--- src/rtl/ioov_pkg.sv ---
package ioov_pkg;

    typedef struct packed {
        logic dis1;         // socket 1 removed from map
        logic dis0;         // socket 0 removed from map
        logic overlay_off;  // overlay cleared, window mapping active
    } memctl_t;

    localparam int unsigned CTL_W = 3;

endpackage

--- src/rtl/io_port_decode.sv ---
module io_port_decode (
    input  logic       io_req,
    input  logic       wr,
    input  logic [7:0] port,
    output logic       cs_timer,
    output logic       cs_pio,
    output logic       cs_tuart,
    output logic       cs_puart,
    output logic       ld_ext,
    output logic       ld_ctl,
    output logic       io_local
);

    logic [3:0] nib;

    always_comb begin
        nib      = port[3:0];
        io_local = io_req && (port[7:4] == 4'h0);
        cs_timer = io_local && (nib[3:2] == 2'b00);
        cs_pio   = io_local && (nib[3:2] == 2'b01);
        cs_tuart = io_local && (nib[3:1] == 3'b100);
        cs_puart = io_local && (nib[3:1] == 3'b101);
        ld_ext   = io_local && wr && (nib[3:1] == 3'b110);
        ld_ctl   = io_local && wr && (nib[3:1] == 3'b111);
    end

endmodule

--- src/rtl/overlay_map.sv ---
module overlay_map
    import ioov_pkg::*;
#(
    parameter int unsigned HI_W = 4
) (
    input  logic            mem_req,
    input  logic [HI_W-1:0] hi_addr,
    input  memctl_t         ctl,
    output logic [1:0]      mem_cs
);

    logic win_hit;
    logic [1:0] dis;

    always_comb begin
        win_hit = &hi_addr[HI_W-1:1];
        dis     = {ctl.dis1, ctl.dis0};
    end

    for (genvar s = 0; s < 2; s++) begin : g_sock
        always_comb begin
            mem_cs[s] = mem_req && !dis[s]
                      && (ctl.overlay_off ? win_hit : 1'b1)
                      && (hi_addr[0] == 1'(s));
        end
    end

endmodule

--- src/rtl/bus_buf_ctrl.sv ---
module bus_buf_ctrl (
    input  logic rd,
    input  logic any_req,
    input  logic on_board,
    input  logic bus_out_dis,
    output logic buf_dir_in,
    output logic buf_drive_en
);

    always_comb begin
        buf_dir_in   = rd && any_req && !on_board;
        buf_drive_en = !bus_out_dis && !buf_dir_in;
    end

endmodule

--- src/rtl/board_io_decode.sv ---
module board_io_decode
    import ioov_pkg::*;
#(
    parameter int unsigned ADDR_W  = 16,
    parameter int unsigned DATA_W  = 8,
    parameter int unsigned WIN_SEL = 0
) (
    input  logic              clk,
    input  logic              rst_n,
    input  logic [ADDR_W-1:0] addr,
    input  logic              io_req,
    input  logic              mem_req,
    input  logic              rd,
    input  logic              wr,
    input  logic              bus_out_dis,
    input  logic [DATA_W-1:0] data_in,
    output logic              cs_timer,
    output logic              cs_pio,
    output logic              cs_tuart,
    output logic              cs_puart,
    output logic              intc_load,
    output logic [DATA_W-1:0] ext_addr,
    output logic [1:0]        mem_cs,
    output logic              buf_drive_en,
    output logic              buf_dir_in
);

    localparam int unsigned SEL_BIT = ADDR_W - 4 - WIN_SEL;
    localparam int unsigned HI_W    = ADDR_W - SEL_BIT;

    typedef struct packed {
        logic [DATA_W-1:0] ext;
        memctl_t           ctl;
    } state_t;

    state_t state_d, state_q;
    logic   ld_ext, ld_ctl, io_local;

    logic unused_mid_addr;
    assign unused_mid_addr = &{1'b0, addr[SEL_BIT-1:8]};

    io_port_decode u_io (
        .io_req   (io_req),
        .wr       (wr),
        .port     (addr[7:0]),
        .cs_timer (cs_timer),
        .cs_pio   (cs_pio),
        .cs_tuart (cs_tuart),
        .cs_puart (cs_puart),
        .ld_ext   (ld_ext),
        .ld_ctl   (ld_ctl),
        .io_local (io_local)
    );

    overlay_map #(.HI_W(HI_W)) u_map (
        .mem_req (mem_req),
        .hi_addr (addr[ADDR_W-1:SEL_BIT]),
        .ctl     (state_q.ctl),
        .mem_cs  (mem_cs)
    );

    bus_buf_ctrl u_buf (
        .rd           (rd),
        .any_req      (io_req || mem_req),
        .on_board     (io_local || (|mem_cs)),
        .bus_out_dis  (bus_out_dis),
        .buf_dir_in   (buf_dir_in),
        .buf_drive_en (buf_drive_en)
    );

    always_comb begin
        state_d = state_q;
        if (ld_ext) state_d.ext = data_in;
        if (ld_ctl) state_d.ctl = memctl_t'(data_in[CTL_W-1:0]);
        intc_load = ld_ctl;
        ext_addr  = state_q.ext;
    end

    always_ff @(posedge clk) begin
        if (!rst_n) state_q <= '0;
        else        state_q <= state_d;
    end

    // Assertions
    logic win_hit_chk;
    assign win_hit_chk = &addr[ADDR_W-1:SEL_BIT+1];

    p_io_excl_r1: assert property (@(posedge clk) disable iff (!rst_n)
        $onehot0({cs_timer, cs_pio, cs_tuart, cs_puart, ld_ext, intc_load}));

    p_io_idle_r1: assert property (@(posedge clk) disable iff (!rst_n)
        !io_req |-> !(cs_timer || cs_pio || cs_tuart || cs_puart || intc_load));

    p_ext_load_r2: assert property (@(posedge clk) disable iff (!rst_n)
        ld_ext |=> (ext_addr == $past(data_in)));

    p_ext_hold_r2: assert property (@(posedge clk) disable iff (!rst_n)
        !ld_ext |=> $stable(ext_addr));

    p_mem_onehot_r5: assert property (@(posedge clk) disable iff (!rst_n)
        $onehot0(mem_cs));

    p_window_r6: assert property (@(posedge clk) disable iff (!rst_n)
        (state_q.ctl.overlay_off && !win_hit_chk) |-> (mem_cs == 2'b00));

    p_dis0_r7: assert property (@(posedge clk) disable iff (!rst_n)
        state_q.ctl.dis0 |-> !mem_cs[0]);

    p_dis1_r7: assert property (@(posedge clk) disable iff (!rst_n)
        state_q.ctl.dis1 |-> !mem_cs[1]);

    p_drv_off_r8: assert property (@(posedge clk) disable iff (!rst_n)
        bus_out_dis |-> !buf_drive_en);

    p_dir_r9: assert property (@(posedge clk) disable iff (!rst_n)
        buf_dir_in |-> (rd && (mem_cs == 2'b00) && !cs_timer && !cs_pio));

endmodule

--- config.mk ---
export PLATFORM = sky130hd
export DESIGN_NAME = board_io_decode
export DESIGN_NICKNAME = d
export VERILOG_FILES = /design/src/rtl/ioov_pkg.sv /design/src/rtl/io_port_decode.sv /design/src/rtl/overlay_map.sv /design/src/rtl/bus_buf_ctrl.sv /design/src/rtl/board_io_decode.sv
export SDC_FILE = /design/constraint.sdc
export NUM_CORES = 1
export LEC_CHECK = 0
export ABC_AREA = 1
export BUFFER_PORTS_ARGS = -buffer_cell sky130_fd_sc_hd__buf_2
export CAP_MARGIN = 20
export CORE_MARGIN = 2
export CORE_UTILIZATION = 30
export CTS_CLUSTER_DIAMETER = 80
export DETAILED_ROUTE_END_ITERATION = 10
export SLEW_MARGIN = 20
export SYNTH_ARGS = -nofsm -noshare
export SYNTH_HDL_FRONTEND = slang
export SYNTH_SLANG_ARGS = --single-unit
--- constraint.sdc ---
create_clock -name clk -period 2.15 [get_ports clk]
set_input_delay 0.1075 -clock clk [delete_from_list [all_inputs] [get_ports clk]]
set_output_delay 0.1075 -clock clk [all_outputs]
set_load 0.05 [all_outputs]
==> results by group <==
Detailed routing
  – Router iterations before antenna repair: 4
  – DRC viols: 0
  – Drt via density: 4.37
  – Avg WL per Cell: 8.83 um
  – 1st-iter DRT viols: 5
  – Via count: 791
  – Post-route ant nets: 0
  – Total Wirelength: 1.60 mm

Job
  – Number of max-cap violations: 0

Clocking
  – CTS sink count: 11
  – Max clock buf depth: 2
  – CTS tree: yes
  – CTS buffer count: 3
  – Post-CTS Setup Bufs: 0
  – Worst-Skew Late Latency: 260 ps
  – Root Buffer: clkbuf_4
  – Post-cts resize count: 0
  – Hold buffer count at cts: 0
  – CTS H-tree lvls: 1
  – Clock-pin slew on the worst setup and hold paths: 70 ps

Logic synthesis
  – Synthesized Nets: around 150
  – Count of cell types in the netlist: 19
  – Warnings from Yosys: 0
  – Synthesized area per cell: 6.60 um^2
  – Seq/Total Area, Yosys: 0.288
  – Synthesis-stage register bit count: 11
  – Syn Std Cell Area: between 700 and 800 um^2
  – Gate count of the mapped netlist: 116

Power and ir drop
  – Leak Pwr: 0.546 nW
  – Cell Int Power: 0.309 mW
  – Sequential power share: 0.466
  – Max IR drop VDD: 0.000175 V
  – Power Total: 0.439 mW
  – Share of total power in combinational logic: 0.223
  – Net Sw Power: 0.130 mW
  – Sw frac: 0.296
  – PD cells: 453 nW/um^2
  – Clock share of power: 0.311

Worst hold path
  – Hold WC Path Type: in2reg
  – Worst hold path depth: 3

Critical path
  – Critical path class: reg2out
  – WP data required: 2040 ps
  – RR Endpoint: state_q[0]
  – Reg2reg setup slack: between 1500 and 2000 ps
  – CP Data Arrival Time: between 1000 and 1500 ps
  – Worst-path maximum fanout: 2
  – R2R depth: 2
  – Critical path origin: state_q[2]
  – R2R Path Start: state_q[0]
  – Crit start category: flip-flop
  – Worst setup path endpoint: buf_dir_in
  – Setup crit end kind: output port

Global route
  – Initial antenna violation count: 0
  – First-pass GRT wire length: 2.70 mm
  – Gr ovfl total: 0
  – Total global-route track usage: 0.123
  – Vias in the first global route: between 600 and 700
  – Largest net degree at the start of global routing: 12

STA
  – Slew Limit Fails: 0
  – Total negative slack: 0 ps
  – Slew margin rel.: 0.738
  – Final worst path period share: 0.656
  – Final hold violations: 0
  – Worst-Margin Slew: 393 ps
  – Max Freq: 709 MHz
  – Final setup margin: 740 ps
  – Clock skew: 0 ps
  – Final Setup Violations: 0
  – Final worst path period need: 1410 ps
  – RSZ-0062 raised after global routing: no

Cells and area
  – Commonest cells after routing, fill and taps aside: 42 x buf_2, 26 x nor2_1, 18 x nand2_1
  – Register area: 220 um^2
  – Non-Filler Instances: 181
  – Fillers: roughly 280
  – Diode count: 0
  – Most common cell after layout, fill and taps aside: buf_2
  – Layout cells sized above 1: 0.391
  – # nets final: approximately 180
  – Fin util: 0.394
  – Multi-input gate area: 403 um^2
  – Syn-to-layout area delta: 26.5%

Die
  – Starting Density: 0.312
  – # IOs: 48
  – Total die area: 2970 um^2
  – Row cnt: 18
  – Core area: 2450 um^2
  – Die X: 54.5 um
  – Chip Height: about 55 um

Place
  – Placed Instances: 177
  – Port Buffers: 42
  – Detailed-placement wirelength estimate: approximately 1.4 mm
  – Gp weighted congestion: between 0.7 and 0.8
  – Pre-CTS setup slack: between 900 and 1000 ps

Status
  – Status: completed
per-layer routing:
layer | vias up | share of wire | routed length [um] | track usage
li1 | 429 | - | - | -
met4 | 0 | 0.012 | 19 | 0.0625
met3 | 2 | 0.051 | 82 | 0.0191
met1 | 340 | 0.44 | 705 | 0.156
met5 | - | 0 | 0 | 0
met2 | 20 | 0.49 | 791 | 0.201
Yosys cell counts:
library cell	number	area [um^2]
nand2_1	18	67.6
nand3_2	1	10.0
nor2_2	4	25.0
buf_2	1	5.00
o21a_2	1	8.76
nor2_1	28	105
nand4_1	12	75.1
dfxtp_1	11	220
nor2_4	1	11.3
nand4_4	1	21.3
buf_4	9	67.6
nor2_8	1	20.0
nor3_1	3	15.0
nand3_1	3	15.0
buf_1	1	3.75
nand3_4	1	17.5
nor4_1	1	6.26
inv_2	2	7.51
inv_1	17	63.8
worst max-delay path: stages (launching register included):
cell and delay [ps]:
dfxtp_1 330, inv_1 40, nand2_1 60, nor2_1 40, nand2_1 70, nand3_1 70
nor2_1 140, buf_2 290
layout make-up:
| cell class | count | area share |
|---|---|---|
| multi-input combinational | 75 | 0.416 |
| tap | 30 | 0.0388 |
| timing repair buffer | 42 | 0.217 |
| sequential | 11 | 0.227 |
| inverter | 19 | 0.0736 |
| clock buffer | 4 | 0.0271 |
power groups by stage:
stage | clock, mW | sequential [mW] | combinational (mW)
floorplan | 0 | 0.209 | 0.0595
global placement | 0 | 0.209 | 0.0967
detailed placement | 0 | 0.209 | 0.0985
CTS | 0.144 | 0.204 | 0.0985
global route | 0.158 | 0.204 | 0.107
finish | 0.137 | 0.204 | 0.0977
through the flow:
step | instance area [um^2] | hold slack [ps]
floorplan | 771 | 229
global placement | 942 | 433
detailed placement | 942 | 436
CTS | 968 | 152
global route | 968 | 171
finish | 968 | 158
state kept, by name, summed over array words and instances (netlist names):
signal	count
state_q	3
ext_addr	8
cell families (layout without fill, tap and decap cells):
logic type	Yosys count	in the layout	share of synthesized area
flops	11	11	0.288
compound gates	1	1	0.0114
buf+inv	30	65	0.193
simple gates	74	74	0.508
how the worst min path moves through the flow:
stage / from / endpoint / slack, ps
6_report: rst_n / state_q[1] / 160
3_3_place_gp: rst_n / state_q[1] / 430
2_1_floorplan: rst_n / state_q[1] / 230
3_5_place_dp: data_in[7] / ext_addr[7] / 440
5_1_grt: rst_n / ext_addr[6] / 170
4_1_cts: rst_n / state_q[1] / 150
(Power assumes the default switching activity.)
